===== config.mk =====
export PLATFORM = sky130hd
export DESIGN_NAME = fan_pwm_unit
export DESIGN_NICKNAME = d
export VERILOG_FILES = /design/src/rtl/fan_pwm_pkg.sv /design/src/rtl/fan_pwm_gen.sv /design/src/rtl/fan_pwm_settle.sv /design/src/rtl/fan_pwm_irq.sv /design/src/rtl/fan_pwm_unit.sv
export SDC_FILE = /design/constraint.sdc
export NUM_CORES = 1
export LEC_CHECK = 0
export ABC_AREA = 1
export CORE_MARGIN = 10
export CORE_UTILIZATION = 44
export CTS_BUF_LIST = sky130_fd_sc_hd__clkbuf_2
export CTS_CLUSTER_DIAMETER = 150
export CTS_CLUSTER_SIZE = 24
export DETAILED_ROUTE_END_ITERATION = 16
export PLACE_DENSITY = 0.78
export RECOVER_POWER = 100
export SETUP_SLACK_MARGIN = 0.2
export SLEW_MARGIN = 20
export SYNTH_ARGS = -nofsm -noshare
export SYNTH_HDL_FRONTEND = slang
export SYNTH_SLANG_ARGS = --single-unit

===== constraint.sdc =====
create_clock -name clk -period 1.5 [get_ports clk]
set_clock_uncertainty 0.2 [all_clocks]
set_input_delay 0.3 -clock clk [delete_from_list [all_inputs] [get_ports clk]]
set_output_delay 0.3 -clock clk [all_outputs]
set_load 0.005 [all_outputs]

===== src/rtl/fan_pwm_pkg.sv =====
package fan_pwm_pkg;
  localparam int NSRC = 4;
  // interrupt source bit positions (visible to software)
  localparam int SRC_DONE = 0;
  localparam int SRC_TERR = 1;
  localparam int SRC_HOT  = 2;
  localparam int SRC_MEAS = 3;
  // register offsets
  localparam logic [7:0] OFF_MASK   = 8'h40;
  localparam logic [7:0] OFF_PEND   = 8'h44;
  localparam logic [7:0] OFF_SRC    = 8'h48;
  localparam logic [7:0] OFF_RUN    = 8'h80;
  localparam logic [7:0] OFF_WIDTH  = 8'h84;
  localparam logic [7:0] OFF_PERIOD = 8'hC0;
endpackage


===== src/rtl/fan_pwm_gen.sv =====
module fan_pwm_gen #(
  parameter int PERIOD = 16,
  parameter int DW     = 32
) (
  input  logic          clk,
  input  logic          rst,
  input  logic          run,
  input  logic [DW-1:0] width,
  output logic          pwm_out
);
  localparam int CW = (PERIOD > 1) ? $clog2(PERIOD) : 1;
  localparam logic [CW-1:0] LAST = CW'(PERIOD - 1);

  logic [CW-1:0] cnt;
  logic          pwm_q;

  always_ff @(posedge clk) begin
    if (rst || !run)   cnt <= '0;
    else if (cnt == LAST) cnt <= '0;
    else               cnt <= cnt + 1'b1;
  end

  always_ff @(posedge clk) begin
    if (rst) pwm_q <= 1'b0;
    else     pwm_q <= run && (DW'(cnt) < width);
  end

  assign pwm_out = pwm_q;

  AST_PWM_LOW_IN_RESET: assert property (@(posedge clk) disable iff (rst)
    !run |=> !pwm_out);
endmodule


===== src/rtl/fan_pwm_settle.sv =====
module fan_pwm_settle #(
  parameter int SETTLE = 24
) (
  input  logic clk,
  input  logic rst,
  input  logic run,
  input  logic kick,
  output logic done
);
  localparam int TW = $clog2(SETTLE + 1);
  localparam logic [TW-1:0] LOAD = TW'(SETTLE);

  logic [TW-1:0] timer;

  always_ff @(posedge clk) begin
    if (rst || !run)       timer <= '0;
    else if (kick)         timer <= LOAD;
    else if (timer != '0)  timer <= timer - 1'b1;
  end

  assign done = (timer == TW'(1)) && !kick;

  AST_SETTLE_BOUNDED: assert property (@(posedge clk) disable iff (rst)
    timer <= LOAD);
  AST_SETTLE_RELOAD: assert property (@(posedge clk) disable iff (rst)
    (run && kick) |=> (timer == LOAD));
endmodule


===== src/rtl/fan_pwm_irq.sv =====
module fan_pwm_irq
  import fan_pwm_pkg::*;
(
  input  logic            clk,
  input  logic            rst,
  input  logic [NSRC-1:0] evt,
  input  logic [NSRC-1:0] clr,
  input  logic            mask_we,
  input  logic [NSRC-1:0] mask_wd,
  output logic [NSRC-1:0] pend,
  output logic [NSRC-1:0] mask,
  output logic            irq
);
  logic irq_q;

  always_ff @(posedge clk) begin
    if (rst) begin
      pend  <= '0;
      mask  <= '1;
      irq_q <= 1'b0;
    end else begin
      pend  <= (pend & ~clr) | evt;
      if (mask_we) mask <= mask_wd;
      irq_q <= |(pend & ~mask);
    end
  end

  assign irq = irq_q;

  AST_EVENT_WINS: assert property (@(posedge clk) disable iff (rst)
    (|evt) |=> ((pend & $past(evt)) == $past(evt)));
  AST_PEND_STICKY: assert property (@(posedge clk) disable iff (rst)
    (|(pend & ~clr)) |=> ((pend & $past(pend & ~clr)) == $past(pend & ~clr)));
  AST_MASK_ALL_QUIET: assert property (@(posedge clk) disable iff (rst)
    (mask == '1) |=> !irq);
endmodule


===== src/rtl/fan_pwm_unit.sv =====
module fan_pwm_unit
  import fan_pwm_pkg::*;
#(
  parameter int PERIOD = 16,
  parameter int SETTLE = 24,
  parameter int AW     = 8,
  parameter int DW     = 32
) (
  input  logic          clk,
  input  logic          rst,
  input  logic [AW-1:0] req_addr,
  input  logic          req_wr,
  input  logic [31:0]   req_wdata,
  input  logic          req_rd,
  output logic [31:0]   rsp_rdata,
  input  logic          tach_err,
  input  logic          tach_meas,
  input  logic          hot_req,
  input  logic [DW-1:0] hot_width,
  output logic          pwm_out,
  output logic          irq
);
  localparam logic [DW-1:0] WIDTH_RST = DW'(PERIOD);
  localparam logic [31:0]   PERIOD_RD = 32'(PERIOD);

  logic          run_q;
  logic [DW-1:0] width_q;
  logic [31:0]   rdata_q;
  logic          wr_width, wr_run, wr_pend, wr_mask;
  logic          hot_take, kick, done;
  logic [NSRC-1:0] evt, pend, mask;

  assign wr_width = req_wr && (req_addr == AW'(OFF_WIDTH));
  assign wr_run   = req_wr && (req_addr == AW'(OFF_RUN));
  assign wr_pend  = req_wr && (req_addr == AW'(OFF_PEND));
  assign wr_mask  = req_wr && (req_addr == AW'(OFF_MASK));
  assign hot_take = hot_req && run_q;
  assign kick     = wr_width || hot_take;

  // run flag and width; host write has priority over a same-cycle hot request
  always_ff @(posedge clk) begin
    if (rst) begin
      run_q   <= 1'b0;
      width_q <= WIDTH_RST;
    end else begin
      if (wr_run) run_q <= req_wdata[0];
      if (wr_width)      width_q <= req_wdata[DW-1:0];
      else if (hot_take) width_q <= hot_width;
    end
  end

  always_comb begin
    evt           = '0;
    evt[SRC_DONE] = done;
    evt[SRC_TERR] = tach_err  && run_q;
    evt[SRC_HOT]  = hot_take;
    evt[SRC_MEAS] = tach_meas && run_q;
  end

  fan_pwm_gen #(.PERIOD(PERIOD), .DW(DW)) u_gen (
    .clk(clk), .rst(rst), .run(run_q), .width(width_q), .pwm_out(pwm_out)
  );

  fan_pwm_settle #(.SETTLE(SETTLE)) u_settle (
    .clk(clk), .rst(rst), .run(run_q), .kick(kick), .done(done)
  );

  fan_pwm_irq u_irq (
    .clk(clk), .rst(rst), .evt(evt),
    .clr(wr_pend ? req_wdata[NSRC-1:0] : '0),
    .mask_we(wr_mask), .mask_wd(req_wdata[NSRC-1:0]),
    .pend(pend), .mask(mask), .irq(irq)
  );

  always_ff @(posedge clk) begin
    if (rst) rdata_q <= '0;
    else if (req_rd) begin
      rdata_q <= '0;
      if      (req_addr == AW'(OFF_RUN))    rdata_q <= {31'd0, run_q};
      else if (req_addr == AW'(OFF_WIDTH))  rdata_q <= 32'(width_q);
      else if (req_addr == AW'(OFF_PERIOD)) rdata_q <= PERIOD_RD;
      else if (req_addr == AW'(OFF_MASK))   rdata_q <= 32'(mask);
      else if (req_addr == AW'(OFF_PEND))   rdata_q <= 32'(pend);
      else if (req_addr == AW'(OFF_SRC))    rdata_q <= 32'(pend & ~mask);
    end
  end

  assign rsp_rdata = rdata_q;

  AST_PERIOD_CONST: assert property (@(posedge clk) disable iff (rst)
    (req_rd && req_addr == AW'(OFF_PERIOD)) |=> (rsp_rdata == PERIOD_RD));
  AST_HOT_IGNORED_IDLE: assert property (@(posedge clk) disable iff (rst)
    (!run_q && !wr_width) |=> $stable(width_q));
endmodule


==> results.yml, run 1 <==
synthesis:
  synthMuxAreaShare_pct: 0
  synth-seq-cells: 84
  synth_top_family_by_area: "simple AND/OR/NAND/NOR gates"
  synth-compound-area-share_pct: 16.80
  synth_cells: 500
  synth_edf_count: 0
  synth-async-reset-ratio_pct: 0
  syn_area_um2: 3797
  synth_xor_area_share_pct: 0.6919
  syn_nets: 586
  yosysWarningCount: 0
  ys_seq_area_share_pct: 44.28
  synthSimpleGateAreaFrac_pct: 28.14
  synthAdderAreaFrac_pct: 2.306
  synthFlopType: "dfxtp_1"
  syn_avg_cell_area_um2: 7.595
  yosysUniqueCellTypes: 34
timing:
  hold_violations: 0
  setup_viol_count_final: 49
  relSlewSlack_pct: 69.48
  fin_crit_sh_pct: 105.6
  fin_tns_setup_ns: -2.053
  grt_setup_unrepaired: "true"
  tightest_slew_ns: 0.4578
  finalMaxSlewViolations: 0
  fin_ws_ns: -0.08411
  max_freq_mhz: 631.3
  layout_min_cycle_time_ns: 1.584
layout:
  finalNonFillerCells: 779
  drive_gt1_share_pct: 43.62
  final_nets: 755
  fillers: 517
  area_growth_pct: 71.93
  n_antenna_cell: 0
clocking:
  cts.sinks: 84
  root_buffer: "clkbuf_2"
  clockBufferDepth: 2
  clkLatencyLatePin_ns: 0.56
  cts_inserted_buffers: 9
  cts_tree: "done"
  clk_pin_slew_ns: 0.27
  cts_htree_levels: 3
grt:
  grt_antenna_before_repair: 0
  grt_pass1_wl_um: 20800
  grt_use_total_pct: 19.67
  grt_pass1_vias: 4216
  overflow: 0
  grt_max_degree: 66
power_and_ir_drop:
  vdd_ir_drop_max_mv: 0.4276
  powerDensity_nw_per_um2: 582.3
  leakagePower_uw: 0.002458
floorplanning:
  top_level_ports: 113
  core_um2: 8299
  core.rowCount: 33
  chipHeight_um: 112.9
  dieArea_um2: 12750
  die_w_um: 112.9
  initial_utilization_pct: 45.76
setup_path:
  startpoint: "rsp_rdata[20]"
  slowest_delay_ns: 0.42
  worstPathRequired_ns: 1.00
  r2r_start: "u_settle.timer[3]"
  crit_buf_inv: 1
  r2r_end: "u_settle.timer[4]"
  critical_path.top_delay_family: "flip-flops"
  cp_max_fo: 2
  arrival_ns: 1.08
  r2r_slack_ns: -0.05
  crit_chain: "buf_6"
  worstRegToRegCells: 8
  slowest_stage: "dfxtp_2"
  end_kind: "output pin"
  startpoint_type: "register"
  crit_type: "register to output pin"
placed_design:
  placed_cells: 726
  io_buffers: 112
  dp_hpwl_um: 8853
  gp_congestion: 0.8255
routing:
  wl_um: 15370
  drcViolationCount: 0
  dr.pass1.iters: 6
  antenna_left: 0
  wl_per_cell_um: 19.73
  drt_iter0_markers: 312
  num_vias: 4410
  viasPerCell: 5.661
status:
  violations: "negative setup slack"
  outcome: "complete, but fails checks"
hold_path:
  hold_end: "u_irq.pend[3]"
  hp-class: "input port to register"
  min_path_cells: 3
  min_from: "tach_meas"
job:
  maxCapViolCount: 0
-- power breakdown --
| group | switching [µW] | leakage [µW] | internal [µW] |
|---|---|---|---|
| Clock | 903 | 0.0000631 | 244 |
| Sequential | 2.90 | 0.000702 | 2240 |
| Combinational | 174 | 0.00169 | 238 |
-- per-layer routing --
metal / part of all wire (%) / vias up / wire [µm] / track usage (%)
met5: 0 / - / 0 / 0
met4: 4.4 / 0 / 681 / 8.714
met3: 6.9 / 64 / 1064 / 3.962
met2: 51 / 255 / 7867 / 35.10
met1: 37 / 2081 / 5754 / 22.02
li1: - / 2010 / - / -
-- registers in the layout (all words and copies together) (netlist names) --
signal,count
u_settle.timer,5
u_irq.pend,4
u_gen.pwm_out,1
width_q,32
rsp_rdata,32
u_irq.irq,1
run_q,1
u_irq.mask,4
u_gen.cnt,4
-- worst reg2reg max path: cells and delay by family, from the launching register on --
family	cells	cell delay, ns
simple gates	4	0.58
buf+inv	3	0.27
compound gates	1	0.05
flops	1	0.39
-- kinds of logic (layout without fill, tap and decap cells) --
logic type | Yosys count | count (layout)
buffers and inverters | 62 | 236
AO/OA/AOI/OAI | 105 | 105
flip-flops | 84 | 84
XOR/XNOR | 3 | 3
AND/OR/NAND/NOR | 239 | 239
adder cells (fa/ha/maj) | 7 | 7
-- cells in the mapped netlist, types with 2 or more instances --
cell	number	area, µm²
o21bai_1	2	15.01
or2_2	2	12.51
ha_1	7	87.58
nor3_1	2	10.01
a21boi_2	3	33.78
buf_2	7	35.03
inv_2	4	15.01
clkbuf_1	10	37.54
a21oi_1	35	175.2
nor2_4	4	45.04
nand2_2	15	93.84
dfxtp_1	84	1682
nand2_1	143	536.8
nor4_1	6	37.54
buf_6	7	78.83
o211ai_1	6	45.04
xnor2_1	3	26.28
a31oi_1	27	168.9
nor2_1	19	71.32
inv_1	31	116.4
a21oi_2	10	87.58
nand3_1	42	210.2
o21ai_0	17	85.08
o21ai_1	4	20.02
-- how the worst max path moves through the flow --
| stage | endpoint | slack [ns] | cells past startpoint |
|---|---|---|---|
| floorplan | rsp_rdata[1] | 0.06 | 9 |
| global placement | width_q[22] | -0.57 | 11 |
| detailed placement | width_q[22] | -0.61 | 11 |
| CTS | rsp_rdata[20] | -0.06 | 1 |
| global route | rsp_rdata[12] | -0.13 | 1 |
| finish | rsp_rdata[20] | -0.08 | 1 |
-- per-stage QoR --
stage	cell area, µm²	worst slack, ns	total power, µW	util (%)	hold WS [ns]
after detailed placement	5472	-0.6092	2680	65.93	0.2540
after CTS	5969	-0.06253	3747	71.93	0.07713
after floorplan	4065	0.06335	2390	-	0.2127
after global placement	5472	-0.5720	2674	65.93	0.2514
after global routing	6529	-0.1348	3909	78.67	0.04490
final	6529	-0.08411	3801	78.67	0.05246
-- layout make-up --
type                            instances  area (µm²)  share of cell area (%)
Timing Repair Buffer                  183        2014                   30.85
Tap cell                              105       131.4                   2.012
Clock buffer                            9       45.04                  0.6899
Clock inverter                          7       60.06                  0.9199
Multi-Input combinational cell        354        2317                   35.49
Inverter                               37       217.7                   3.335
Sequential cell                        84        1743                   26.70
-- timing repair --
item / in CTS / in global routing
setup buffers: 16 / 12
gates cloned: 3 / 5
hold buffers: 1 / 0
pin swaps: 24 / 37
resized for setup: 253 / 106
hold endpoints to repair: 3 / 0
endpoints found under the setup margin: 116 / 108
-- cell usage in the layout (no fill, tap or decap), drive strengths merged --
master,Yosys,final
dlygate4sd2,0,3
clkinv,2,7
and2,2,2
buf,15,96
nor2,24,24
dlygate4sd3,0,1
a31oi,27,27
nand2,158,158
clkinvlp,0,1
ha,7,7
or2,2,2
nand3b,1,1
clkbuf,10,22
nor3,2,2
nor4,6,6
o21a,1,1
xnor2,3,3
o21ai,21,21
a21oi,45,45
dfxtp,84,84
nand3,43,43
clkdlybuf4s50,0,69
clkdlybuf4s15,0,1
o211ai,6,6
o21bai,2,2
a21boi,3,3
inv,35,36
nand4,1,1
No activity file was read; power rests on OpenSTA's default activity.
==> run 2, diff against run 1 <==
- CORE_MARGIN: 10 -> 1
- GPL_ROUTABILITY_DRIVEN: default -> 0
==> run 2 against run 1 <==
The flow still finishes with violations (negative setup slack); global-route usage increased by 7.8 points; sequential power barely moved; first-iteration DRC count unchanged; register-to-register slack got worse by 0.02 ns.
==> results.yml, run 2 (synthesis gave the netlist of run 1 again) <==
status:
  outcome: "complete, but fails checks"
  violations: "negative setup slack"
placed_design:
  placed_cells: 728
  dp_hpwl_um: 7771
  placed_cell_area_um2: 5499
  io_buffers: 112
routing:
  drt_iter0_markers: 312
  antenna_left: 0
  num_vias: 4345
  wl_um: 14730
  wl_per_cell_um: 19.08
  viasPerCell: 5.628
  dr.pass1.iters: 5
  drcViolationCount: 0
clocking:
  clk_pin_slew_ns: 0.30
  root_buffer: "clkbuf_2"
  cts_inserted_buffers: 9
  clockBufferDepth: 2
  cts.sinks: 84
  cts_htree_levels: 3
  clkLatencyLatePin_ns: 0.59
  cts_tree: "done"
grt:
  grt-busiest-layer: "met2"
  grt_antenna_before_repair: 0
  grt_max_degree: 66
  overflow: 0
  grt.met3_usage_pct: 6.522
  grt_use_total_pct: 27.49
  grt_use_met2_pct: 48.44
  grt_pass1_wl_um: 18730
  grt_use_met1_pct: 32.56
  grt_pass1_vias: 3896
layout:
  fin_util_pct: 78.20
  finalNonFillerCells: 772
  fin_area_um2: 6490
  drive_gt1_share_pct: 46.78
  layout_common_cells: "108 x nand2_1, 69 x clkdlybuf4s50_1, 45 x dfxtp_2"
  final_nets: 748
  n_antenna_cell: 0
  fillers: 542
  area_growth_pct: 70.91
  final_common_cell: "nand2_1"
timing:
  finalMaxSlewViolations: 0
  fin_crit_sh_pct: 108.3
  max_freq_mhz: 615.8
  tightest_slew_ns: 0.4051
  holdWs_ns: 0.06850
  setup_viol_count_final: 89
  fin_tns_setup_ns: -4.507
  grt_setup_unrepaired: "true"
  hold_violations: 0
  fin_ws_ns: -0.1240
  relSlewSlack_pct: 72.89
  layout_min_cycle_time_ns: 1.624
floorplanning:
  core_um2: 8299
  initial_utilization_pct: 45.76
  top_level_ports: 113
  core.rowCount: 33
  dieArea_um2: 9006
  die_w_um: 94.90
  chipHeight_um: 94.90
setup_path:
  crit_buf_inv: 1
  critical_path.top_delay_family: "flip-flops"
  arrival_ns: 1.12
  r2r_end: "u_gen.pwm_out"
  worstRegToRegCells: 4
  cp_max_fo: 2
  worstPathRequired_ns: 1.00
  cp_num_cells: 1
  startpoint_type: "register"
  slowest_delay_ns: 0.43
  end_kind: "output pin"
  slowest_stage: "dfxtp_2"
  r2r_start: "width_q[7]"
  crit_chain: "buf_6"
  r2r_slack_ns: -0.07
  crit_type: "register to output pin"
hold_path:
  min_from: "req_wdata[14]"
  hp-class: "input port to register"
  hold_end: "width_q[14]"
  min_path_cells: 3
job:
  maxCapViolCount: 0
power_and_ir_drop:
  vdd_ir_drop_max_mv: 0.6706
  leakagePower_uw: 0.002427
  powerDensity_nw_per_um2: 640.0
==> run 2: cell count changes in the layout (fill, tap and decap cells not counted), moves of 7 or more <==
cell,change
buf_6,-20
buf_12,-7
buf_4,+7
buf_2,+16
nand2_4,+11
nand2_1,-13
==> run 2: stage by stage <==
step	worst slack (ns)	total power [µW]
floorplan	0.06335	2390
global placement	-0.5520	2673
detailed placement	-0.6162	2676
CTS	-0.07796	4088
global route	-0.1479	4240
finish	-0.1240	4153
==> run 2: layout make-up <==
type | instances | area [µm²] | area share [%]
Clock buffer | 9 | 45.04 | 0.6940
Multi-Input combinational cell | 354 | 2476 | 38.15
Inverter | 37 | 221.5 | 3.412
Tap cell | 105 | 131.4 | 2.024
Sequential cell | 84 | 1745 | 26.89
Clock inverter | 7 | 105.1 | 1.619
Timing Repair Buffer | 176 | 1765 | 27.20
==> run 2: power by group <==
| group | switching [µW] | internal [µW] |
|---|---|---|
| Combinational | 177 | 235 |
| Sequential | 3.09 | 2240 |
| Clock | 923 | 579 |
==> run 2: per-layer routing <==
| metal | vias up | part of all wire (%) | wire length (µm) |
|---|---|---|---|
| li1 | 1990 | - | - |
| met1 | 2079 | 38 | 5601 |
| met2 | 233 | 52 | 7613 |
| met3 | 43 | 7.3 | 1072 |
| met4 | 0 | 3.0 | 444 |
| met5 | - | 0 | 0 |
==> run 2: repair_timing <==
| item | CTS | global route |
|---|---|---|
| pin swaps | 27 | 43 |
| resized for setup | 241 | 128 |
| hold buffers | 1 | 0 |
| endpoints found under the setup margin | 116 | 78 |
| gates cloned | 4 | 2 |
| hold endpoints to repair | 8 | 0 |
| setup buffers | 12 | 9 |
==> run 2: how the worst max path moves through the flow <==
stage	from	endpoint	slack, ns
floorplan	req_addr[5]	rsp_rdata[1]	0.06
global placement	req_addr[5]	width_q[23]	-0.55
detailed placement	req_addr[1]	width_q[24]	-0.62
CTS	rsp_rdata[2]	rsp_rdata[2]	-0.08
global route	rsp_rdata[12]	rsp_rdata[12]	-0.15
finish	rsp_rdata[12]	rsp_rdata[12]	-0.12
